### src/rtl/spi_word_pkg.sv
package spi_word_pkg;

  localparam int MIN_BITS = 4;

  typedef enum logic [1:0] {
    ST_IDLE  = 2'd0,
    ST_LOAD  = 2'd1,
    ST_SHIFT = 2'd2
  } eng_state_t;

  typedef struct packed {
    logic cap_first;
    logic loopback;
    logic no_tx;
    logic no_rx;
    logic idle_high;
  } xfer_mode_t;

endpackage

### src/rtl/spi_word_shifter.sv
module spi_word_shifter #(
  parameter int DATA_W = 32
) (
  input  logic              clk,
  input  logic              rst,
  input  logic              load,
  input  logic              lead,
  input  logic              trail,
  input  logic              last,
  input  logic              cap_first,
  input  logic              loopback,
  input  logic [DATA_W-1:0] load_word,
  input  logic              miso,
  output logic              mosi,
  output logic [DATA_W-1:0] rx_word
);

  logic [DATA_W-1:0] tx_sh;
  logic [DATA_W-1:0] rx_sh;
  logic              sample_bit;
  logic [DATA_W-1:0] rx_next;

  assign sample_bit = loopback ? mosi : miso;
  assign rx_next    = {rx_sh[DATA_W-2:0], sample_bit};
  // Leading-edge capture has all bits in rx_sh already; trailing-edge
  // capture still needs the bit sampled at the final edge.
  assign rx_word    = cap_first ? rx_sh : rx_next;

  always_ff @(posedge clk) begin
    if (rst) begin
      tx_sh <= '0;
      rx_sh <= '0;
      mosi  <= 1'b0;
    end else if (load) begin
      rx_sh <= '0;
      if (cap_first) begin
        mosi  <= load_word[DATA_W-1];
        tx_sh <= {load_word[DATA_W-2:0], 1'b0};
      end else begin
        tx_sh <= load_word;
      end
    end else if (lead) begin
      if (cap_first) begin
        rx_sh <= rx_next;
      end else begin
        mosi  <= tx_sh[DATA_W-1];
        tx_sh <= {tx_sh[DATA_W-2:0], 1'b0};
      end
    end else if (trail) begin
      if (!cap_first) begin
        rx_sh <= rx_next;
      end else if (!last) begin
        mosi  <= tx_sh[DATA_W-1];
        tx_sh <= {tx_sh[DATA_W-2:0], 1'b0};
      end
    end
  end

endmodule

### src/rtl/spi_cs_select.sv
module spi_cs_select #(
  parameter int NUM_CS = 4,
  parameter int SEL_W  = 2
) (
  input  logic             clk,
  input  logic             rst,
  input  logic             active,
  input  logic             force_on,
  input  logic [SEL_W-1:0] sel,
  output logic [NUM_CS-1:0] cs_n
);

  for (genvar i = 0; i < NUM_CS; i++) begin : g_cs
    always_ff @(posedge clk) begin
      if (rst) cs_n[i] <= 1'b1;
      else     cs_n[i] <= !((active || force_on) && (sel == SEL_W'(i)));
    end
  end

endmodule

### src/rtl/spi_word_engine.sv
module spi_word_engine
  import spi_word_pkg::*;
#(
  parameter int DATA_W = 32,
  parameter int NUM_CS = 4,
  parameter int CNT_W  = 16,
  localparam int LEN_W = $clog2(DATA_W),
  localparam int SEL_W = (NUM_CS > 1) ? $clog2(NUM_CS) : 1
) (
  input  logic              clk,
  input  logic              rst,
  input  logic              spi_tick,
  input  logic              start,
  input  logic [LEN_W-1:0]  cfg_len_m1,
  input  logic              cfg_capture_first,
  input  logic              cfg_loopback,
  input  logic              cfg_no_tx,
  input  logic              cfg_no_rx,
  input  logic              cfg_idle_high,
  input  logic              cfg_force_cs,
  input  logic [SEL_W-1:0]  cfg_cs_sel,
  input  logic [CNT_W-1:0]  cfg_word_count,
  input  logic [DATA_W-1:0] tx_data,
  input  logic              tx_valid,
  output logic              tx_ready,
  output logic [DATA_W-1:0] rx_data,
  output logic              rx_valid,
  input  logic              rx_ready,
  output logic              tx_underrun,
  output logic              rx_overrun,
  output logic              busy,
  output logic              done,
  output logic              sclk,
  output logic              mosi,
  input  logic              miso,
  output logic [NUM_CS-1:0] cs_n
);

  localparam logic [LEN_W-1:0] MIN_M1 = LEN_W'(MIN_BITS - 1);

  eng_state_t        state;
  xfer_mode_t        mode_q;
  logic [LEN_W-1:0]  len_q;
  logic [LEN_W-1:0]  len_eff;
  logic [LEN_W-1:0]  bitcnt;
  logic [CNT_W-1:0]  wcnt;
  logic [CNT_W-1:0]  count_q;
  logic [SEL_W-1:0]  sel_q;
  logic              ph;
  logic              sclk_q;
  logic              done_q;
  logic              stall_q;
  logic              rxv_q;
  logic              ovr_q;
  logic              und_q;
  logic [DATA_W-1:0] rxd_q;

  logic              load;
  logic              lead;
  logic              trail;
  logic              bit_last;
  logic [DATA_W-1:0] load_word;
  logic [DATA_W-1:0] rx_word;

  assign len_eff   = (cfg_len_m1 < MIN_M1) ? MIN_M1 : cfg_len_m1;
  assign load      = (state == ST_LOAD) && (mode_q.no_tx || tx_valid);
  assign load_word = mode_q.no_tx ? '0 : tx_data;
  assign lead      = (state == ST_SHIFT) && spi_tick && !ph;
  assign trail     = (state == ST_SHIFT) && spi_tick && ph;
  assign bit_last  = (bitcnt == len_q);

  assign tx_ready    = (state == ST_LOAD) && !mode_q.no_tx;
  assign busy        = (state != ST_IDLE);
  assign done        = done_q;
  assign sclk        = sclk_q;
  assign rx_valid    = rxv_q;
  assign rx_data     = rxd_q;
  assign rx_overrun  = ovr_q;
  assign tx_underrun = und_q;

  always_ff @(posedge clk) begin
    if (rst) begin
      state   <= ST_IDLE;
      mode_q  <= '0;
      len_q   <= MIN_M1;
      bitcnt  <= '0;
      wcnt    <= '0;
      count_q <= '0;
      sel_q   <= '0;
      ph      <= 1'b0;
      sclk_q  <= 1'b0;
      done_q  <= 1'b0;
      stall_q <= 1'b0;
      rxv_q   <= 1'b0;
      ovr_q   <= 1'b0;
      und_q   <= 1'b0;
      rxd_q   <= '0;
    end else begin
      rxv_q <= 1'b0;
      ovr_q <= 1'b0;
      und_q <= 1'b0;
      case (state)
        ST_IDLE: begin
          sclk_q <= cfg_idle_high;
          sel_q  <= cfg_cs_sel;
          if (start) begin
            if (cfg_word_count == '0) begin
              done_q <= 1'b1;
            end else begin
              done_q  <= 1'b0;
              state   <= ST_LOAD;
              len_q   <= len_eff;
              mode_q  <= '{cap_first: cfg_capture_first, loopback: cfg_loopback,
                           no_tx: cfg_no_tx, no_rx: cfg_no_rx,
                           idle_high: cfg_idle_high};
              count_q <= cfg_word_count;
              wcnt    <= '0;
              stall_q <= 1'b0;
            end
          end
        end
        ST_LOAD: begin
          sclk_q <= mode_q.idle_high;
          if (load) begin
            state   <= ST_SHIFT;
            ph      <= 1'b0;
            bitcnt  <= '0;
            stall_q <= 1'b0;
          end else if (!stall_q) begin
            und_q   <= 1'b1;
            stall_q <= 1'b1;
          end
        end
        ST_SHIFT: begin
          if (spi_tick) begin
            if (!ph) begin
              ph     <= 1'b1;
              sclk_q <= ~mode_q.idle_high;
            end else begin
              ph     <= 1'b0;
              sclk_q <= mode_q.idle_high;
              if (bit_last) begin
                if (!mode_q.no_rx) begin
                  if (rx_ready) begin
                    rxv_q <= 1'b1;
                    rxd_q <= rx_word;
                  end else begin
                    ovr_q <= 1'b1;
                  end
                end
                if (wcnt == count_q - 1'b1) begin
                  state  <= ST_IDLE;
                  done_q <= 1'b1;
                end else begin
                  wcnt  <= wcnt + 1'b1;
                  state <= ST_LOAD;
                end
              end else begin
                bitcnt <= bitcnt + 1'b1;
              end
            end
          end
        end
        default: state <= ST_IDLE;
      endcase
    end
  end

  spi_word_shifter #(.DATA_W(DATA_W)) u_shift (
    .clk       (clk),
    .rst       (rst),
    .load      (load),
    .lead      (lead),
    .trail     (trail),
    .last      (bit_last),
    .cap_first (mode_q.cap_first),
    .loopback  (mode_q.loopback),
    .load_word (load_word),
    .miso      (miso),
    .mosi      (mosi),
    .rx_word   (rx_word)
  );

  spi_cs_select #(.NUM_CS(NUM_CS), .SEL_W(SEL_W)) u_cs (
    .clk      (clk),
    .rst      (rst),
    .active   (busy),
    .force_on (cfg_force_cs),
    .sel      (sel_q),
    .cs_n     (cs_n)
  );

endmodule

### config.mk
export PLATFORM = sky130hd
export DESIGN_NAME = spi_word_engine
export DESIGN_NICKNAME = d
export VERILOG_FILES = /design/src/rtl/spi_word_pkg.sv /design/src/rtl/spi_word_shifter.sv /design/src/rtl/spi_cs_select.sv /design/src/rtl/spi_word_engine.sv
export SDC_FILE = /design/constraint.sdc
export NUM_CORES = 1
export LEC_CHECK = 0
export BUFFER_PORTS_ARGS = -buffer_cell sky130_fd_sc_hd__buf_2
export CORE_MARGIN = 2
export CORE_UTILIZATION = 52
export CTS_CLUSTER_DIAMETER = 80
export CTS_CLUSTER_SIZE = 12
export DETAILED_ROUTE_END_ITERATION = 8
export PLACE_DENSITY = 0.73
export SETUP_SLACK_MARGIN = 0.05
export SYNTH_ARGS = -nofsm -noshare
export SYNTH_HDL_FRONTEND = slang
export SYNTH_HIERARCHICAL = 1
export SYNTH_SLANG_ARGS = --single-unit
### constraint.sdc
create_clock -name clk -period 4.5 [get_ports clk]
set_clock_uncertainty 0.05 [all_clocks]
set_input_delay 0.225 -clock clk [delete_from_list [all_inputs] [get_ports clk]]
set_output_delay 0.225 -clock clk [all_outputs]
set_load 0.01 [all_outputs]
* Yosys cells after proc, flatten, opt, wreduce, memory -nomap -nowiden
Index checks and enable logic that the tools add are counted.
** Storage, ports and cells
- Register bits after elaboration :: 159
- Bits in latches :: 0
- RAM bits :: 0
- ROM bits :: 0
- Output and inout port bits :: 44
- Memories kept :: 0
** Cells by class
- Add/subtract/negate cells :: 3
- Multiply operators :: 0
- Divide/modulo/power cells :: 0
- $lt $le $gt $ge :: 1
- Equality and inequality tests :: 21
- Shift-type cells :: 0
- Mux-type cells :: 62
- Bitwise gates (word level) :: 8
- Reductions and logical operators :: 43
** Operators by type and width (count)
- 2-to-1 mux 32 bit :: 12
- 2-to-1 mux 16 bit :: 6
- case mux 16 bit (2 select lines) :: 1
- 2-to-1 mux 1 bit :: 26
- 2-to-1 mux 5 bit :: 5
- inequality test 2 bit, second input constant :: 9
- AND reduction 6 bit :: 3
- adder 16 x 1 -> 16 bit, second input constant :: 1
- == test 16 bit :: 1
- logical NOT 16 bit :: 1
- subtractor 16 x 1 -> 16 bit, second input constant :: 1
- 2-to-1 mux 2 bit :: 6
- case mux 5 bit (2 select lines) :: 1
- AND reduction 5 bit :: 2
- nonzero test 2 bit :: 5
- logical AND 1 bit :: 9
- inequality test 3 bit, second input constant :: 3
- AND reduction 3 bit :: 3
- nonzero test 3 bit :: 3
- inverter 1 bit :: 8
- AND reduction 7 bit :: 1
- == test 2 bit, second input constant :: 3
- logical NOT 1 bit :: 6
- case mux 1 bit (2 select lines) :: 3
- 14 further kinds :: 19

* Longest topological paths before layout
- Depth after elaboration :: 7
- Depth in mapped cells :: 12
- Gate-level depth less buffers :: 9

* Cells and area by module
The synthesis kept the hierarchy.
** Modules (own cells, without submodules)
- spi_word_engine :: instances 1, cells each 629, area an instance 4795.8 um2
- spi_word_shifter :: instances 1, cells each 383, area an instance 3613.5 um2
- spi_cs_select :: instances 1, cells each 9, area an instance 125.1 um2

* Worst setup path after synthesis
OpenSTA, ideal clock, no wires.
- Path type :: register -> register
- Start :: reg count_q[2]
- End :: reg wcnt[9]
- Setup time :: 122 ps
- Data arrival time :: 2618 ps
- Data required time :: 4328 ps
- Path slack :: 1710 ps
- Stages on the path, launching flop included :: 9
- Path buffers :: 1
- Cells stage by stage :: dfxtp_1 or4_4 or3_1 a2111oi_2 o22ai_1 nor4_4 buf_6 nor3_1 a311o_1
** Between the ends
- Cells in the longest elaborated chain, start to end :: 4
** Ends and longest elaborated chain
- start, declared :: line spi_word_engine.sv:47 : logic [CNT_W-1:0] count_q;
- start signal, assigned :: line spi_word_engine.sv:116 : count_q <= cfg_word_count;
- subtractor 16 x 1 -> 16 bit :: line spi_word_engine.sv:151 : if (wcnt == count_q - 1'b1) begin
- == test 16 bit :: line spi_word_engine.sv:151
- inequality test 2 bit (no line)
- AND reduction 7 bit (no line)
- end signal, assigned :: line spi_word_engine.sv:155 : wcnt <= wcnt + 1'b1;
- end, declared :: line spi_word_engine.sv:46 : logic [CNT_W-1:0] wcnt;
Every way passes these cells.
A chain may end at the register's enable or synchronous reset.

* Worst setup path after layout
- Start :: reg state[0]
- End :: reg u_shift.rx_sh[17]
** Between the ends
- Cells in the longest elaborated chain, start to end :: 5
- Elaborated cells between the ends (all ways) :: 11
** Ends and longest elaborated chain
- start, declared :: line spi_word_engine.sv:41 : eng_state_t state;
- start signal, assigned :: line spi_word_engine.sv:83 : state <= ST_IDLE;
- start signal, assigned :: line spi_word_engine.sv:111 : state <= ST_LOAD;
- start signal, assigned :: line spi_word_engine.sv:125 : state <= ST_SHIFT;
- == test 2 bit * :: line spi_word_engine.sv:68 : assign lead = (state == ST_SHIFT) && spi_tick && !ph;
- logical AND 1 bit * (2 in a row) :: line spi_word_engine.sv:68
- net lead :: line spi_word_engine.sv:59 : logic lead;
- inequality test 2 bit (no line) / nonzero test 2 bit (equally long branches)
- AND reduction 2 bit (no line)
- end signal, assigned :: line spi_word_shifter.sv:44 : rx_sh <= rx_next;
- end signal, assigned :: line spi_word_shifter.sv:51 : rx_sh <= rx_next;
- end, declared :: line spi_word_shifter.sv:19 : logic [DATA_W-1:0] rx_sh;
The timed path passes the listed nets; every way through them passes the cells marked *.

==> reports/results.md <==
• finished clean — outcome
• 428 nW/um^2 — areal power density over the cells
• 3190 um^2 — area taken by flip-flops and latches
• u_shift/rx_sh[17]$_SDFFE_PP0P_ — Critical Path Sink
• 1,179 — number of nets at the end of the flow
• 1,276 — DP Cell Count
• 132 um — Die Span Y
• 1.18 ns — min setup slack post-route
• 112 — # IOs
• 12,700 um — half-perimeter wire length of the detailed placement result
• simple AND/OR/NAND/NOR gates — cell type group with the largest total delay on the critical path
• 17,500 um^2 — Die Footprint
• 0 — number of failing hold endpoints at the final stage
• 111 — PortBufs
• 26 — maximum fanout encountered on the critical timing path
• inv_1, ha_1, buf_4, clkinv_1, nor2_1, and2_1, or3b_1, buf_4, nand3_2, a21oi_1 — ordered cell list for the critical path
• 1.18 ns — register-to-register setup slack
• 1.21 ns — setup slack after placement
• 10 — worst reg2reg path depth
• 5.71 — Avg Vias per Cell
• 33.7% — switching fraction of total power
• 0.0249 ns — minimum hold slack
• 1,021 — number of standard cells after synthesis
• 0.80 ns — Worst path max stage delay
• 301 MHz — max frequency
• sky130_fd_sc_hd__dfxtp_1 — commonest register cell after synthesis
• 601 — Iter 0 DRT Violations
• 0.07 ns — Clock transition at path regs
• 0 — reported max-cap violation count
• 0 — post-route ant nets
• no — setup repair after global routing missed its margin
• 37.6% — Reg power frac
• flip-flop to flip-flop — Setup CP Type
• 0 — max-slew violations
• 8530 um^2 — post-synthesis instance area
• 0.42 ns — insertion delay to the later sink of the worst-skew pair
• 16.1% — Area growth syn-to-layout
• sky130_fd_sc_hd__buf_4 — Worst path most repeated cell
• 7,606 — via count
• 3.32 ns — post-route minimum period
• 0 — Setup violations, final
• sky130_fd_sc_hd__dfxtp_1, sky130_fd_sc_hd__a21oi_1, sky130_fd_sc_hd__nand2_1 — Synth area leaders
• 73.9% — fraction of the cycle the final worst path needs
• 15.0 um — detailed-route wire length per cell
• 132 um — Die W
• 53.5% — initial cell density of the core
• 297 uV — maximum resistive drop on vdd
• sky130_fd_sc_hd__dfxtp_1 — post-synth top area cell
• 19,900 um — total wire length after detailed routing
• 10 — logic depth of the worst setup path including buffers
• sky130_fd_sc_hd__or3b_1 — Worst path slowest cell
• 24 — hold-fix buffer count after cts
• 70 — post-synth cell types
• 4 — H-Tree Level Count
• 1,097 — Synthesized Nets
• 37.3% — fraction of the yosys area taken by sequential cells
• sky130_fd_sc_hd__clkbuf_16 — CTS root buffer
• 159 — number of synthesized register bits
• 24.3% — relative slew slack
• 0 ns — Post-Route Setup TNS
• state[0]$_SDFFE_PP0P_ — worst setup path startpoint
• 0 — Post-CTS Setup Inserts
• 15,900 um^2 — Floorplan Core Area
• input pin to flip-flop — worst hold path class
• 5 — count of TritonRoute iterations in the first routing pass
• 0 — antenna violations before repair
• 3.82 nW — P_leak
• 3.61 ns — crit path DAT
• 0 — total global routing overflow
• done — TritonCTS clock tree
• u_shift/rx_sh[17]$_SDFFE_PP0P_ — critical register-to-register path endpoint
• 6 — Ys Warns
• 35.5% — part of the power in the clock network
• sky130_fd_sc_hd__dfxtp_1 — most common cell after layout, fill and taps aside
• 0 — number of antenna diodes
• 0 — post-cts repair resize count
• 6,894 — vias in the first global route
• 0 — Post-route DRC
• 1.14 ns — Worst Max-Slew Pin Slew
• 0% — async set-or-reset flop fraction in the synthesized netlist
• 1.43 mW — P_sw
• 8.36 um^2 — average instance area after synthesis
• 2.81 mW — Internal Pwr Total
• 69 — pin count of the biggest net entering global routing
• 37.3% — portion of synthesized cell area occupied by the leading cell type
• 18.6% — share of cells above drive strength 1
• flip-flop — crit end category
• 0 — number of enable-type register cells in the synthesized netlist
• 4 — Bufs and invs on worst path
• 1,332 — post-route insts no fill
• 4.78 ns — required arrival time at the worst endpoint
• 23.1% — total routing resource utilization after global routing
• 4850 um^2 — area of combinational cells with multiple inputs
• state[0]$_SDFFE_PP0P_ — reg-to-reg critical path startpoint
• 159 — TritonCTS sink count
• 26.9% — part of the power in combinational logic
• 0.891 — GP Congestion
• 46 — FP Rows
• sky130_fd_sc_hd__dfxtp_1, sky130_fd_sc_hd__a21oi_1, sky130_fd_sc_hd__nand2_1 — leading cell types in the layout, fill and taps excluded
• 17 — number of clock buffers inserted by TritonCTS
• 34,000 um — first-pass GRT wire length
• 2 — maximum clock path buffer count
• 1,436 — filler cell count in the final layout
• flip-flop — element type at the critical path start
[routing by layer]
layer,track usage [%],wire length (um),vias to the layer above
met3,4.08,975,23
met5,0,0,-
li1,-,-,3797
met4,6.64,310,0
met1,33.1,9780,3584
met2,35.6,8870,202
[cells in the mapped netlist, drive strengths merged, types with 12 or more instances]
master  instances
dfxtp         159
a21oi         131
nand2         129
nand3          64
nor2           61
clkbuf         52
o21ai          42
mux2i          39
buf            37
nor2b          34
mux2           33
a22o           32
nor3           16
xnor2          15
or3            14
inv            12
[sequential cells by signal, indices dropped and copies added, names as in the netlist]
signal and count:
stall_q 1, count_q 16, rx_overrun 1, u_shift/mosi 1, u_shift/rx_sh 32, sclk 1
u_cs/cs_n 4, tx_underrun 1, state 2, bitcnt 5, rx_valid 1, wcnt 16
len_q 5, ph 1, u_shift/tx_sh 32, done 1, sel_q 2, mode_q 5
rx_data 32
[final cells by class]
cell class	instances	share of cell area, %
well taps	216	2.73
inverters	13	0.493
flip-flops and latches	159	32.2
multi-input cells	760	49.0
clock buffers	19	4.57
repair buffers	152	9.32
clock inverters	13	1.72
[power by group through the flow]
stage | registers (mW) | logic (mW) | clock network (mW)
6_report | 1.59 | 1.14 | 1.51
5_1_grt | 1.61 | 1.28 | 1.59
4_1_cts | 1.59 | 1.13 | 1.53
3_5_place_dp | 1.62 | 1.11 | 0
3_3_place_gp | 1.62 | 1.10 | 0
2_1_floorplan | 1.60 | 0.900 | 0
[worst reg2reg max path: stages (launching register included)]
cell                       delay [ns]
sky130_fd_sc_hd__dfxtp_1         0.36
sky130_fd_sc_hd__inv_1           0.10
sky130_fd_sc_hd__ha_1            0.16
sky130_fd_sc_hd__buf_4           0.28
sky130_fd_sc_hd__clkinv_1        0.30
sky130_fd_sc_hd__nor2_1          0.19
sky130_fd_sc_hd__and2_1          0.42
sky130_fd_sc_hd__or3b_1          0.80
sky130_fd_sc_hd__buf_4           0.34
sky130_fd_sc_hd__nand3_2         0.09
sky130_fd_sc_hd__a21oi_1         0.16
[kinds of logic (layout without fill, tap and decap cells)]
group,count (synthesis),in the layout,share of synthesized area (%)
and+or+nand+nor,400,400,25.7
buffers and inverters,102,197,5.94
muxes,72,72,8.93
AOI/OAI and AO/OA,255,255,18.4
xor gates and xnor gates,25,25,2.57
DFF,159,159,37.3
adders and majority gates,8,8,1.17
[how the worst min path moves through the flow]
stage | endpoint | startpoint | slack (ns) | cells past startpoint
after detailed placement | tx_underrun$_SDFF_PP0_ | stall_q$_SDFFE_PP0P_ | 0.37 | 1
final | count_q[6]$_SDFFE_PP0P_ | cfg_word_count[6] | 0.02 | 3
after global placement | tx_underrun$_SDFF_PP0_ | stall_q$_SDFFE_PP0P_ | 0.36 | 1
after floorplan | u_shift/tx_sh[0]$_SDFFE_PP0P_ | rst | 0.24 | 1
after CTS | count_q[12]$_SDFFE_PP0P_ | cfg_word_count[12] | 0.002 | 3
after global routing | count_q[12]$_SDFFE_PP0P_ | cfg_word_count[12] | 0.02 | 3
[stage by stage]
step	utilization (%)	power, mW	cell area [um^2]
after global routing	62.1	4.47	9910
after floorplan	-	2.50	8530
final	62.1	4.24	9910
after CTS	62.1	4.26	9910
after global placement	56.7	2.72	9040
after detailed placement	56.7	2.73	9040
Power figures use the tool's default switching activity.
